===== src/rtl/fetch_thread_sel.sv =====
module fetch_thread_sel #(
  parameter int NTHREADS   = 4,
  parameter int MAX_GRANTS = 2,
  parameter int OCC_W      = 6,
  localparam int STAT_W    = 3,
  localparam int IDX_W     = (NTHREADS > 1) ? $clog2(NTHREADS) : 1,
  localparam int REQ_W     = $clog2(MAX_GRANTS + 1)
) (
  input  logic                          clk,
  input  logic                          rst_n,
  input  logic [NTHREADS-1:0]           active_i,
  input  logic [NTHREADS*STAT_W-1:0]    status_i,
  input  logic [1:0]                    policy_i,
  input  logic [NTHREADS*OCC_W-1:0]     occ_i,
  input  logic [REQ_W-1:0]              want_i,
  input  logic                          drain_i,
  output logic [MAX_GRANTS-1:0]         valid_o,
  output logic [MAX_GRANTS*IDX_W-1:0]   tid_o
);

  localparam logic [1:0] POL_RR  = 2'd1;
  localparam logic [1:0] POL_OCC = 2'd2;

  logic [NTHREADS-1:0] elig;
  logic [1:0]          mode;
  int                  lim;

  logic [IDX_W-1:0] order_q [NTHREADS];
  logic [IDX_W-1:0] order_d [NTHREADS];
  logic [IDX_W-1:0] gtid    [MAX_GRANTS];
  logic [MAX_GRANTS-1:0] gval;
  logic [NTHREADS-1:0]   taken;

  for (genvar i = 0; i < NTHREADS; i++) begin : g_elig
    logic [STAT_W-1:0] st;
    assign st = status_i[i*STAT_W +: STAT_W];
    assign elig[i] = active_i[i] & ((st == 3'd0) | (st == 3'd1) | (st == 3'd4));
  end

  if (NTHREADS > 1) begin : g_multi
    assign mode = policy_i;
  end else begin : g_one
    assign mode = 2'd0;
  end

  assign lim = drain_i ? 0 :
               ((int'(want_i) > MAX_GRANTS) ? MAX_GRANTS : int'(want_i));

  always_comb begin
    int cnt;
    int first;
    int best;
    gval  = '0;
    taken = '0;
    for (int k = 0; k < MAX_GRANTS; k++) gtid[k] = '0;
    cnt   = 0;
    first = -1;
    best  = -1;
    case (mode)
      POL_RR: begin
        for (int p = 0; p < NTHREADS; p++) begin
          if (elig[order_q[p]] && cnt < lim) begin
            gval[cnt] = 1'b1;
            gtid[cnt] = order_q[p];
            taken[order_q[p]] = 1'b1;
            cnt = cnt + 1;
          end
        end
      end
      POL_OCC: begin
        for (int k = 0; k < MAX_GRANTS; k++) begin
          best = -1;
          if (k < lim) begin
            for (int i = 0; i < NTHREADS; i++) begin
              if (elig[i] && !taken[i]) begin
                if (best < 0)
                  best = i;
                else if (occ_i[i*OCC_W +: OCC_W] < occ_i[best*OCC_W +: OCC_W])
                  best = i;
              end
            end
          end
          if (best >= 0) begin
            gval[cnt] = 1'b1;
            gtid[cnt] = IDX_W'(best);
            taken[best] = 1'b1;
            cnt = cnt + 1;
          end
        end
      end
      default: begin
        for (int i = NTHREADS - 1; i >= 0; i--)
          if (active_i[i]) first = i;
        if (first >= 0 && lim > 0 && elig[first]) begin
          gval[0] = 1'b1;
          gtid[0] = IDX_W'(first);
        end
      end
    endcase
  end

  for (genvar k = 0; k < MAX_GRANTS; k++) begin : g_out
    assign valid_o[k] = gval[k];
    assign tid_o[k*IDX_W +: IDX_W] = gtid[k];
  end

  always_comb begin
    int n;
    for (int p = 0; p < NTHREADS; p++) order_d[p] = order_q[p];
    n = 0;
    if (mode == POL_RR && gval != '0) begin
      for (int p = 0; p < NTHREADS; p++) begin
        if (!taken[order_q[p]] && n < NTHREADS) begin
          order_d[n] = order_q[p];
          n = n + 1;
        end
      end
      for (int k = 0; k < MAX_GRANTS; k++) begin
        if (gval[k] && n < NTHREADS) begin
          order_d[n] = gtid[k];
          n = n + 1;
        end
      end
    end
  end

  always_ff @(posedge clk) begin
    if (!rst_n) begin
      for (int p = 0; p < NTHREADS; p++) order_q[p] <= IDX_W'(p);
    end else begin
      for (int p = 0; p < NTHREADS; p++) order_q[p] <= order_d[p];
    end
  end

  logic [NTHREADS-1:0] seen;
  always_comb begin
    seen = '0;
    for (int p = 0; p < NTHREADS; p++) seen[order_q[p]] = 1'b1;
  end


  perm_chk: assert property (@(posedge clk) disable iff (!rst_n)
    $countones(seen) == NTHREADS);


  drain_quiet_chk: assert property (@(posedge clk) disable iff (!rst_n)
    drain_i |-> valid_o == '0);


  grant_count_chk: assert property (@(posedge clk) disable iff (!rst_n)
    $countones(valid_o) <= int'(want_i));


  single_one_chk: assert property (@(posedge clk) disable iff (!rst_n)
    (mode != POL_RR && mode != POL_OCC) |-> $countones(valid_o) <= 1);


  none_elig_chk: assert property (@(posedge clk) disable iff (!rst_n)
    (elig == '0) |-> valid_o == '0);

  for (genvar k = 0; k < MAX_GRANTS; k++) begin : g_slot_chk

    slot_elig_chk: assert property (@(posedge clk) disable iff (!rst_n)
      valid_o[k] |-> elig[tid_o[k*IDX_W +: IDX_W]]);
    if (k > 0) begin : g_fill

      slot_fill_chk: assert property (@(posedge clk) disable iff (!rst_n)
        valid_o[k] |-> valid_o[k-1]);
    end
    for (genvar j = k + 1; j < MAX_GRANTS; j++) begin : g_dup

      slot_uniq_chk: assert property (@(posedge clk) disable iff (!rst_n)
        (valid_o[k] && valid_o[j]) |->
          tid_o[k*IDX_W +: IDX_W] != tid_o[j*IDX_W +: IDX_W]);
    end
  end

  for (genvar i = 0; i < NTHREADS; i++) begin : g_occ_chk

    occ_min_chk: assert property (@(posedge clk) disable iff (!rst_n)
      (mode == POL_OCC && valid_o[0] && elig[i]) |->
        occ_i[i*OCC_W +: OCC_W] >= occ_i[int'(tid_o[IDX_W-1:0])*OCC_W +: OCC_W]);
  end

endmodule


===== config.mk =====
export PLATFORM = sky130hd
export DESIGN_NAME = fetch_thread_sel
export DESIGN_NICKNAME = d
export VERILOG_FILES = /design/src/rtl/fetch_thread_sel.sv
export SDC_FILE = /design/constraint.sdc
export NUM_CORES = 1
export LEC_CHECK = 0
export BUFFER_PORTS_ARGS = -buffer_cell sky130_fd_sc_hd__buf_4
export CAP_MARGIN = 30
export CORE_ASPECT_RATIO = 0.9
export CORE_MARGIN = 8
export CORE_UTILIZATION = 24
export CTS_BUF_LIST = sky130_fd_sc_hd__clkbuf_16
export DETAILED_ROUTE_END_ITERATION = 6
export GPL_TIMING_DRIVEN = 0
export PLACE_DENSITY = 0.44
export SLEW_MARGIN = 20
export SYNTH_ARGS = -nofsm -noshare
export SYNTH_HDL_FRONTEND = slang
export SYNTH_SLANG_ARGS = --single-unit

===== constraint.sdc =====
create_clock -name clk -period 28.7 [get_ports clk]
set_clock_uncertainty 0.15 [all_clocks]
set_input_delay 5.74 -clock clk [delete_from_list [all_inputs] [get_ports clk]]
set_output_delay 5.74 -clock clk [all_outputs]
set_load 0.005 [all_outputs]

# Word-level counts from Yosys, hierarchy flattened
# Memory sizes are Yosys's and may differ from the RTL's.
# Cells that the tools add are included.
# Widths: inputs -> output; s select.
[word_totals]
ff_bits = 0
latch_bits = 0
ramBits = 8
rom_bits = 0
input_bits = 47
output_inout_bits = 6
elab_cells = 357
memories = 1
[mem_list]
columns = ["name", "words", "width", "read_ports", "rd_ports_with_merged_regs", "wr", "line", "text"]
rows = [
  ["order_q", 4, 2, 4, 0, 4, "28", "logic [IDX_W-1:0] order_q [NTHREADS];"],
]
[classes]
addsub = 6
mul = 6
n_div = 0
n_lt_le_gt_ge = 66
n_eq_ne = 10
shift = 6
muxes = 181
bitwise_logic = 33
n_reduce_logical = 48
[op_table]
columns = ["op", "count"]
rows = [
  ["$mux 32", 56],
  ["$lt 32x1->1 const B", 15],
  ["$ge 32x1->1 const B", 9],
  ["$not 32->32", 9],
  ["$lt 32x4->1 const B", 8],
  ["$add 32x2->32 const B", 6],
  ["$mul 32x3->31 const B", 6],
  ["$shiftx 24x32->6", 6],
  ["$ge 32x3->1 const B", 5],
  ["$ge 32x2->1 const B", 4],
  ["$lt 32x3->1 const B", 4],
  ["$lt 32x3->1", 3],
  ["$mux 8", 10],
  ["$mux 4", 16],
  ["$mux 2", 27],
  ["$bwmux 8", 5],
  ["$lt 6x6->1", 6],
  ["$logic_and 1x1->1", 35],
  ["$mux 1", 30],
  ["$demux 2 s2", 5],
  ["$bmux 1 s2", 9],
  ["$bwmux 4", 4],
  ["$or 4x4->4", 4],
  ["$demux 1 s2", 6],
  ["other kinds (22)", 68],
]

# Logic depth before layout (Yosys ltp)
# Gate-level depths: netlist (run 1).
[logic_depth]
depth_word = 102
depth_mapped = 93
mapped_depth_nobuf = 88

# Worst setup path before layout (run 1)
# No wires, ideal clock.
[synth_path]
path_kind = "input -> output"
from = "input port status_i[1]"
to = "output port tid_o[3]"
arrival_time_ps = 20291
t_required_ps = 22810
path_slack_ps = 2519
stages = 74
n_path_buf = 6
cell_sequence = "nand2b_1 nor2_1 clkbuf_1 nand2_1 ha_1 and3_1 a211o_1 and2_1 clkbuf_1 mux2_2 nand2_1 ha_1 nand2_1 nor3_1 or2_2 o221a_4 o21ai_4 inv_1 [38 not listed] inv_1 clkbuf_1 ha_1 inv_1 fa_1 clkbuf_1 inv_1 and3_1 and3_1 and3_1 a21oi_1 ha_1 and3_1 a221oi_1 and2_1 o21a_1 o21ai_0 a21oi_1"
[synth_via]
elab_chain_cells = 69
word_cells_on_any_way = 143
classes_between = "2 x add/sub; 6 x mul; 27 x order compare; 2 x eq/ne; 6 x shift; 75 x mux; 7 x bitwise; 18 x reduce/logical"
[synth_rtl]
columns = ["item", "line", "text"]
rows = [
  ["start: declaration", "12", "input logic [NTHREADS*STAT_W-1:0] status_i,"],
  ["$eq 3x1->1 or $logic_not 3->1 (tied branches)", "37", "assign elig[i] = active_i[i] & ((st == 3'd0) | (st == 3'd1) | (st == 3'd4));"],
  ["$or 1x1->1", "37", ""],
  ["$or 1x1->1 (*)", "37", ""],
  ["$and 1x1->1 (*)", "37", ""],
  ["$mux 32", "75", "if (elig[i] && !taken[i]) begin"],
  ["$mux 32", "73", "if (k < lim) begin"],
  ["$mux 32", "59", "case (mode)"],
  ["$mul 32x3->31", "78", "else if (occ_i[i*OCC_W +: OCC_W] < occ_i[best*OCC_W +: OCC_W])"],
  ["[53 not listed]", "-", ""],
  ["$mux 32", "78", ""],
  ["$mux 32", "76", "if (best < 0)"],
  ["$mux 32", "75", ""],
  ["$mux 32", "73", ""],
  ["$mux 32", "59", ""],
  ["$ge 32x1->1 or $bwmux 4 (tied branches)", "83, 85", ""],
  ["$mux 4", "83", "if (best >= 0) begin"],
  ["$pmux 2 s2 (*)", "59", ""],
  ["end: declaration", "18", "output logic [MAX_GRANTS*IDX_W-1:0] tid_o"],
]
# Every way passes the cells marked *; elsewhere a longest branch is shown, timed or not. The select of a mux whose other input is x is not followed.

# Worst setup path after layout (run 1)
[layout_path]
from = "input port status_i[1]"
to = "output port tid_o[2]"
# The elaborated chain is that of the path after synthesis.

==> results of run 1 <==
## worst max-delay path: cells and delay by family
| family | cells | cell delay, ns |
|---|---|---|
| AOI/OAI and AO/OA | 28 | 5.76 |
| buffers and inverters | 14 | 2.45 |
| adders and majority gates | 10 | 2.98 |
| and+or+nand+nor | 23 | 4.03 |
| muxes | 2 | 0.73 |
## layer usage
layer  share of wire [%]  vias to the layer above  GRT usage, %
met5                   0                        -             0
met4                0.68                        0          1.87
met3                 3.9                       12          1.41
met2                  43                      141          23.1
met1                  52                     2815          22.8
li1                    -                     2869             -
## through the flow
| stage | util (%) | TNS (ns) | cell area [um^2] |
|---|---|---|---|
| 5_1_grt | 29.3 | 0 | 6060 |
| 6_report | 29.3 | 0 | 6060 |
| 2_1_floorplan | - | 0 | 5050 |
| 3_5_place_dp | 27.9 | -2.78 | 5790 |
| 3_3_place_gp | 27.8 | -6.04 | 5760 |
| 4_1_cts | 28.5 | 0 | 5900 |
## path summary, 6_finish.rpt
check / start / endpoint / slack, ns / cells past startpoint
worst max-delay path: status_i[1] / tid_o[2] / 1.08 / 77
worst min-delay path: order_q[3][1]$_SDFFE_PN1P_ / order_q[3][1]$_SDFFE_PN1P_ / 0.55 / 3
worst max register to register: order_q[0][0]$_SDFFE_PN0P_ / order_q[1][0]$_SDFFE_PN1P_ / 19.37 / 33
worst min register to register: order_q[3][1]$_SDFFE_PN1P_ / order_q[3][1]$_SDFFE_PN1P_ / 0.55 / 3
## power breakdown
| group | leakage [nW] | internal, W | switching (W) |
|---|---|---|---|
| Sequential | 0.0646 | 0.0000112 | 0.0000000143 |
| Combinational | 2.25 | 0.0000521 | 0.0000789 |
| Clock | 0.0370 | 0.0000179 | 0.00000502 |
| Total | 2.35 | 0.0000812 | 0.0000840 |
## cell usage after synthesis (6+ instances only)
library cell / n
a211oi_1: 12
a21o_1: 10
a21oi_1: 45
a22oi_1: 13
a311oi_1: 7
a31oi_1: 18
and2_1: 12
and3_1: 19
clkbuf_1: 27
dfxtp_1: 8
ha_1: 49
inv_1: 41
mux2_2: 10
mux2i_1: 17
mux4_2: 16
nand2_1: 107
nand2b_1: 6
nand3_1: 20
nand4_1: 8
nor2_1: 62
nor2b_1: 8
nor3_1: 10
o21a_1: 8
o21ai_0: 39
o22ai_1: 8
## final cells by class
cell class | count | area (um^2) | share of cell area [%]
clock buffers | 3 | 75.1 | 1.24
flip-flops and latches | 8 | 160 | 2.64
plain buffers | 33 | 150 | 2.48
multi-input cells | 628 | 4650 | 76.6
repair buffers | 66 | 497 | 8.19
inverters | 44 | 178 | 2.93
well taps | 286 | 358 | 5.90
## placed cells by master (no fill, tap or decap), drive strengths merged, types with 5 or more instances in the layout
cell,netlist,routed
mux2i,17,17
a21o,10,10
o211ai,7,7
mux2,10,10
a22oi,13,13
a311oi,7,7
nand2,107,107
nor2,63,63
nor2b,9,9
inv,43,41
nand3,21,21
nor3,11,11
o32ai,5,5
or2,5,5
mux4,16,16
o21a,8,8
a2111oi,7,7
a21oi,46,46
and2,13,13
o22ai,9,9
nand4,8,8
ha,49,49
and3,19,19
clkbuf,28,30
buf,6,71
dfxtp,8,8
o21ai,45,45
nand2b,7,7
a31oi,18,18
o2bb2ai,5,5
o31ai,6,6
a211oi,14,14
## logic make-up after synthesis
family          share of synthesized area [%]
simple gates                             28.2
compound gates                           36.0
buf+inv                                  6.22
fa+ha+maj                                13.3
mux                                      12.7
flops                                    3.17
xor+xnor                                0.347
## timing repair
item / in CTS / in global routing
setup buffers: 2 / 14
hold buffers: 0 / 0
setup endpoints to repair: 2 / 2
resized for setup: 8 / 21
pin swaps: 1 / 2
==> impl_metrics.py, run 1 <==
metrics = {
    "timing": {
        "setup_ws_ns": 1.08,
        "whs_ns": 0.552,
        "slew_headroom_pct": 42.2,
        "min_period_ns": 27.62,
        "rsz0062_at_grt": "false",
        "setup_viol": 0,
        "finalHoldViolCount": 0,
        "fmax_mhz": 36.2,
        "tightest_slew_ns": 0.868,
        "finalMaxSlewViolations": 0,
        "finalCritPeriodShare_pct": 96.2,
    },
    "pwr": {
        "leakage_nw": 2.35,
        "vdd_drop_max_mv": 0.0123,
        "power_w": 0.000165,
        "power.density_mw_per_mm2": 27.2,
    },
    "detailed_routing": {
        "wl_per_cell_um": 19.0,
        "first_pass_iters": 7,
        "wl_um": 20300,
        "final_antenna_net_count": 0,
        "viasPerCell": 5.47,
        "vias": 5837,
        "drc": 0,
        "drt_iter0_drc": 528,
    },
    "floorplan": {
        "die_area_mm2": 0.0259,
        "rows": 50,
        "core-area_mm2": 0.0207,
        "initial_core_util_pct": 24.4,
        "die_h_um": 154,
        "die_w_um": 169,
        "io_pins": 53,
    },
    "synth": {
        "synthFlopType": "dfxtp_1",
        "synth_area_mm2": 0.00505,
        "synth_cells": 714,
        "synth_edf_count": 0,
        "async_reset_ff_share_pct": 0,
        "yosysSeqAreaShare_pct": 3.17,
        "synth_cell_types": 103,
        "yosys_warnings": 0,
        "syn_nets": 813,
        "synth_top_area_cell": "ha_1",
        "syn_area_per_cell_um2": 7.07,
        "yosysTopAreaCellShare_pct": 12.1,
        "synth.area.top_cells": "ha_1, nand2_1, mux4_2, nor2_1, a21oi_1",
        "synth_seq_cells": 8,
    },
    "worst_setup_path": {
        "cp-end-kind": "output pin",
        "start_kind": "input pin",
        "cpMaxStageDelayCell": "fa_1",
        "cp.required_ns": 22.81,
        "cp.arrival_ns": 21.73,
        "crit_top_cell": "ha_1",
        "crit_fanout": 10,
        "timing_worst_setup_path_type": "in2out",
        "max_stage_delay_ns": 0.50,
    },
    "place": {
        "gp_congestion": 0.845,
        "dp_hpwl_um": 16000,
        "portBuffers": 47,
        "dpl.cell_count": 1050,
        "place_ws_ns": -1.47,
    },
    "global_route": {
        "grt_use_total_pct": 15.1,
        "grt_pass1_vias": 5621,
        "grt_pass1_wl_um": 32200,
        "grt_overflow_total": 0,
        "antenna_found_initial": 0,
        "grt_max_degree": 11,
    },
    "finish": {
        "largest_register_ff_count": 8,
        "reg.largest.list": "order_q x8",
        "diodes": 0,
        "fillers": 2318,
        "instances_no_fill": 1068,
        "top_register": "order_q",
        "drive_gt1_share_pct": 19.9,
        "nNetsFinal": 883,
        "syn2layout_area_growth_pct": 20.1,
    },
    "clocking": {
        "cts_sinks": 8,
        "cts_tree": "yes",
        "cts_buffers": 3,
        "clk_latency_ns": 0.23,
        "path_clk_slew_ns": 0.03,
        "htreeDepth": 1,
        "clock_tree.buffer_depth": 2,
        "clock-root-buffer": "clkbuf_16",
    },
    "status": {
        "status": "complete, no violations",
    },
    "flow_run": {
        "max-cap-violations": 0,
    },
    "worst_hold_path": {
        "worstHoldPathType": "reg2reg",
    },
}
Power figures use the tool's default switching activity.
==> inputs of run 2 (changes only) <==
--- a/config.mk
+++ b/config.mk
@@ -7,7 +7,7 @@
 export LEC_CHECK = 0
 export BUFFER_PORTS_ARGS = -buffer_cell sky130_fd_sc_hd__buf_4
 export CAP_MARGIN = 30
-export CORE_ASPECT_RATIO = 0.9
+export CORE_ASPECT_RATIO = 1.75
 export CORE_MARGIN = 8
 export CORE_UTILIZATION = 24
 export CTS_BUF_LIST = sky130_fd_sc_hd__clkbuf_16
==> run 2 against run 1 <==
Compared with the run above: fmax about the same; cell count decreased by 3.8%; die area increased by 0.68%; non-clock buffer count decreased by 7; largest power group unchanged; highest routed layer unchanged; clock power increased by 3%; critical path type unchanged; via count increased by 0.51%; sequential power about the same; final area decreased by 1.9%; setup slack improved by 0.0050 ns.
==> impl_metrics.py, run 2 (same netlist as run 1, synthesis figures left out) <==
metrics = {
    "status": {
        "status": "complete, no violations",
    },
    "place": {
        "place_ws_ns": -1.48,
        "dp_hpwl_um": 17800,
        "portBuffers": 47,
        "gp_congestion": 0.865,
        "dpl.cell_count": 1015,
    },
    "finish": {
        "instances_no_fill": 1027,
        "reg.largest.list": "order_q x8",
        "syn2layout_area_growth_pct": 17.8,
        "largest_register_ff_count": 8,
        "most-common-layout-cells": "nand2_1, nor2_1, buf_4",
        "final_common_cell": "nand2_1",
        "diodes": 0,
        "fillers": 2281,
        "finish.utilization_pct": 28.7,
        "drive_gt1_share_pct": 19.0,
        "top_register": "order_q",
        "nNetsFinal": 876,
    },
    "worst_setup_path": {
        "timing_worst_setup_path_type": "in2out",
        "max_stage_delay_ns": 0.63,
        "crit_fanout": 10,
        "cpMaxStageDelayCell": "fa_1",
        "crit_top_cell": "ha_1",
        "start_kind": "input pin",
        "critical-path-top-delay-family": "compound AO/OA/AOI/OAI gates",
        "cp-end-kind": "output pin",
        "cp.arrival_ns": 21.72,
        "path_buf_inv": 13,
        "cp.required_ns": 22.81,
    },
    "timing": {
        "finalHoldViolCount": 0,
        "setup_viol": 0,
        "slew_headroom_pct": 32.5,
        "finalMaxSlewViolations": 0,
        "finalCritPeriodShare_pct": 96.2,
        "setup_ws_ns": 1.09,
        "min_period_ns": 27.61,
        "fmax_mhz": 36.2,
        "rsz0062_at_grt": "false",
        "whs_ns": 0.548,
        "tns_ns": 0,
        "tightest_slew_ns": 1.01,
    },
    "clocking": {
        "cts_buffers": 3,
        "ctsHoldBuffers": 0,
        "htreeDepth": 1,
        "clock_tree.buffer_depth": 2,
        "cts_tree": "yes",
        "clk_latency_ns": 0.23,
        "path_clk_slew_ns": 0.04,
        "clock-root-buffer": "clkbuf_16",
        "cts_sinks": 8,
    },
    "global_route": {
        "grt_pass1_wl_um": 34000,
        "grt_max_degree": 11,
        "grt_pass1_vias": 6063,
        "grt_use_total_pct": 16.2,
        "grt_overflow_total": 0,
        "antenna_found_initial": 0,
    },
    "floorplan": {
        "initial_core_util_pct": 24.3,
        "die_w_um": 126,
        "die_h_um": 208,
        "core-area_mm2": 0.0208,
        "die_area_mm2": 0.0261,
        "io_pins": 53,
        "rows": 70,
    },
    "detailed_routing": {
        "wl_um": 21800,
        "wl_per_cell_um": 21.2,
        "drt_iter0_drc": 443,
        "drc": 0,
        "viasPerCell": 5.71,
        "final_antenna_net_count": 0,
        "first_pass_iters": 5,
        "vias": 5867,
    },
    "worst_hold_path": {
        "worstHoldPathType": "reg2reg",
    },
    "flow_run": {
        "max-cap-violations": 0,
    },
    "pwr": {
        "vdd_drop_max_mv": 0.0120,
        "leakage_nw": 2.31,
        "power.density_mw_per_mm2": 27.7,
    },
}
## run 2: path summary, 6_finish.rpt
kind	to	slack, ns	start	cells after the start
max reg2reg	order_q[0][0]$_SDFFE_PN0P_	19.44	order_q[0][0]$_SDFFE_PN0P_	32
min reg2reg	order_q[3][1]$_SDFFE_PN1P_	0.55	order_q[3][1]$_SDFFE_PN1P_	3
max	tid_o[2]	1.09	status_i[1]	77
min	order_q[3][1]$_SDFFE_PN1P_	0.55	order_q[3][1]$_SDFFE_PN1P_	3
## run 2: area by class of cell
class / count / area [um^2] / area share (%)
inverter: 44 / 178 / 2.99
tap: 252 / 315 / 5.30
timing repair buffer: 59 / 439 / 7.38
multi-input combinational: 628 / 4630 / 77.8
clock buffer: 3 / 75.1 / 1.26
buffer: 33 / 151 / 2.55
sequential: 8 / 160 / 2.69
## run 2: repair_timing
action                                 4_1_cts  5_1_grt
gates resized for setup                     11       14
pin swaps                                    2        1
buffers inserted                             3        7
setup endpoints to repair                    2        2
endpoints found under the hold margin        0        0
## run 2: power breakdown
group | total [W] | switching, W | internal, W
sequential | 0.0000112 | 0.0000000130 | 0.0000112
combinational | 0.000130 | 0.0000800 | 0.0000502
clock | 0.0000236 | 0.00000565 | 0.0000180
## run 2: worst register-to-register path, delay by kind of cell (launching register included)
kind | cells | cell delay, ns
multiplexers | 2 | 0.73
AO/OA/AOI/OAI | 11 | 3.02
AND/OR/NAND/NOR | 8 | 1.78
buffers and inverters | 4 | 0.72
XOR/XNOR | 1 | 0.53
adder cells (fa/ha/maj) | 6 | 1.91
flip-flops | 1 | 0.30
## run 2: through the flow
stage | power [W] | area, um^2
after CTS | 0.000163 | 5870
after floorplan | 0.0000988 | 5050
after detailed placement | 0.000137 | 5740
final | 0.000165 | 5950
after global routing | 0.000179 | 5950
after global placement | 0.000136 | 5720
## run 2: routing by layer
layer,global-route usage (%),wire (um)
met3,1.31,688
met1,16.6,8110
met5,0,0
met2,32.0,12000
met4,7.47,1020
==> inputs of run 3 (changes only) <==
--- a/config.mk
+++ b/config.mk
@@ -7,7 +7,6 @@
 export LEC_CHECK = 0
 export BUFFER_PORTS_ARGS = -buffer_cell sky130_fd_sc_hd__buf_4
 export CAP_MARGIN = 30
-export CORE_ASPECT_RATIO = 1.75
 export CORE_MARGIN = 8
 export CORE_UTILIZATION = 24
 export CTS_BUF_LIST = sky130_fd_sc_hd__clkbuf_16
==> run 3 against run 2 <==
Compared with the run above: cell count up 2.1%; sequential power about the same; non-clock buffer count fell by 1; register-to-register slack better by 0.24 ns; worst hold slack improved by 0.0032 ns; clock-buffer cell count did not move; critical path depth down 1; routed wire length is 4.5% lower; largest power group unchanged.
==> impl_metrics.py, run 3 (same netlist as run 1, synthesis figures left out) <==
metrics = {
    "finish": {
        "diodes": 0,
        "nNetsFinal": 875,
        "syn2layout_area_growth_pct": 18.8,
        "drive_gt1_share_pct": 19.0,
        "largest_register_ff_count": 8,
        "top_register": "order_q",
        "most-common-layout-cells": "nand2_1, nor2_1, buf_4",
        "final_common_cell": "nand2_1",
        "reg.largest.list": "order_q x8",
    },
    "detailed_routing": {
        "vias": 5864,
        "wl_per_cell_um": 19.8,
        "viasPerCell": 5.59,
        "wl_um": 20800,
        "first_pass_iters": 5,
        "drt_iter0_drc": 549,
        "drc": 0,
        "final_antenna_net_count": 0,
    },
    "place": {
        "place_ws_ns": -1.63,
        "gp_congestion": 0.841,
        "portBuffers": 47,
        "dp_hpwl_um": 16100,
    },
    "worst_setup_path": {
        "cp.arrival_ns": 21.84,
        "path_buf_inv": 12,
        "timing_worst_setup_path_type": "in2out",
        "reg2reg_from": "order_q[0][0]$_SDFFE_PN0P_",
        "crit_fanout": 10,
        "crit_top_cell": "ha_1",
        "startpoint": "status_i[1]",
        "cp.required_ns": 22.81,
        "cpMaxStageDelayCell": "fa_1",
        "cp-end-kind": "output pin",
        "start_kind": "input pin",
        "r2r_slack_ns": 19.68,
        "critical-path-top-delay-family": "compound AO/OA/AOI/OAI gates",
        "max_stage_delay_ns": 0.61,
    },
    "clocking": {
        "htreeDepth": 1,
        "ctsHoldBuffers": 0,
        "clock-root-buffer": "clkbuf_16",
        "clock_tree.buffer_depth": 2,
        "clk_latency_ns": 0.23,
        "cts_tree": "yes",
        "path_clk_slew_ns": 0.03,
        "cts_buffers": 3,
        "cts_sinks": 8,
    },
    "global_route": {
        "grt_pass1_wl_um": 33200,
        "grt_pass1_vias": 5736,
        "grt_overflow_total": 0,
        "grt_use_total_pct": 15.6,
        "antenna_found_initial": 0,
        "grt_max_degree": 11,
    },
    "worst_hold_path": {
        "worstHoldPathType": "reg2reg",
        "min_from": "order_q[3][1]$_SDFFE_PN1P_",
    },
    "floorplan": {
        "die_h_um": 161,
        "die_area_mm2": 0.0259,
        "initial_core_util_pct": 24.3,
        "rows": 53,
        "core-area_mm2": 0.0208,
        "io_pins": 53,
        "die_w_um": 161,
    },
    "timing": {
        "min_period_ns": 27.73,
        "tightest_slew_ns": 0.958,
        "setup_viol": 0,
        "finalCritPeriodShare_pct": 96.6,
        "finalMaxSlewViolations": 0,
        "fmax_mhz": 36.1,
        "slew_headroom_pct": 36.2,
        "setup_ws_ns": 0.969,
        "whs_ns": 0.551,
        "finalHoldViolCount": 0,
    },
    "flow_run": {
        "max-cap-violations": 0,
    },
    "status": {
        "status": "complete, no violations",
    },
    "pwr": {
        "leakage_nw": 2.31,
        "power.density_mw_per_mm2": 27.6,
        "vdd_drop_max_mv": 0.0299,
    },
}
[run 3: area by class of cell]
class / count / area, um^2
Buffer: 33 / 150
Clock buffer: 3 / 75.1
Fill cell: 2378 / 14800
Inverter: 44 / 178
Multi-Input combinational cell: 628 / 4650
Sequential cell: 8 / 160
Tap cell: 275 / 344
Timing Repair Buffer: 58 / 435
[run 3: path summary, 6_finish.rpt]
check,end,cells after the start
worst max-delay path,tid_o[3],76
worst min-delay path,order_q[3][1]$_SDFFE_PN1P_,3
worst max register to register,order_q[3][1]$_SDFFE_PN1P_,32
worst min register to register,order_q[3][1]$_SDFFE_PN1P_,3
[run 3: per-layer routing]
| layer | routed length (um) | share of wire (%) | track usage (%) | vias up |
|---|---|---|---|---|
| met5 | 0 | 0 | 0 | - |
| met4 | 201 | 0.97 | 2.31 | 0 |
| met3 | 717 | 3.4 | 1.07 | 16 |
| met2 | 9630 | 46 | 26.0 | 152 |
| met1 | 10300 | 49 | 22.1 | 2844 |
| li1 | - | - | - | 2852 |
[run 3: worst register-to-register path: cells and delay by family (launching register included)]
kind / cells / cell delay [ns]
XOR/XNOR: 1 / 0.53
flip-flops: 1 / 0.29
AO/OA/AOI/OAI: 12 / 2.97
adder cells (fa/ha/maj): 6 / 1.84
multiplexers: 2 / 0.72
buffers and inverters: 4 / 0.70
AND/OR/NAND/NOR: 7 / 1.71
[run 3: per-stage QoR]
stage / utilization, % / instances / total power, W / setup TNS [ns] / instance area (um^2)
6_report: 28.8 / 1049 / 0.000166 / 0 / 6000
2_1_floorplan: - / 714 / 0.0000988 / 0 / 5050
5_1_grt: 28.8 / 1049 / 0.000181 / -0.0310 / 6000
3_5_place_dp: 27.7 / 1037 / 0.000135 / -3.16 / 5760
4_1_cts: 28.3 / 1042 / 0.000160 / 0 / 5890
3_3_place_gp: 27.6 / 1036 / 0.000135 / -4.78 / 5750
[run 3: power by group]
| part | switching, W | internal [W] |
|---|---|---|
| clock network | 0.00000500 | 0.0000179 |
| logic | 0.0000805 | 0.0000509 |
| registers | 0.0000000118 | 0.0000112 |
[run 3: what timing repair did]
| action | CTS | global route |
|---|---|---|
| setup buffers | 2 | 8 |
| resized for setup | 10 | 17 |
| endpoints found under the setup margin | 2 | 2 |
| pin swaps | 1 | 2 |
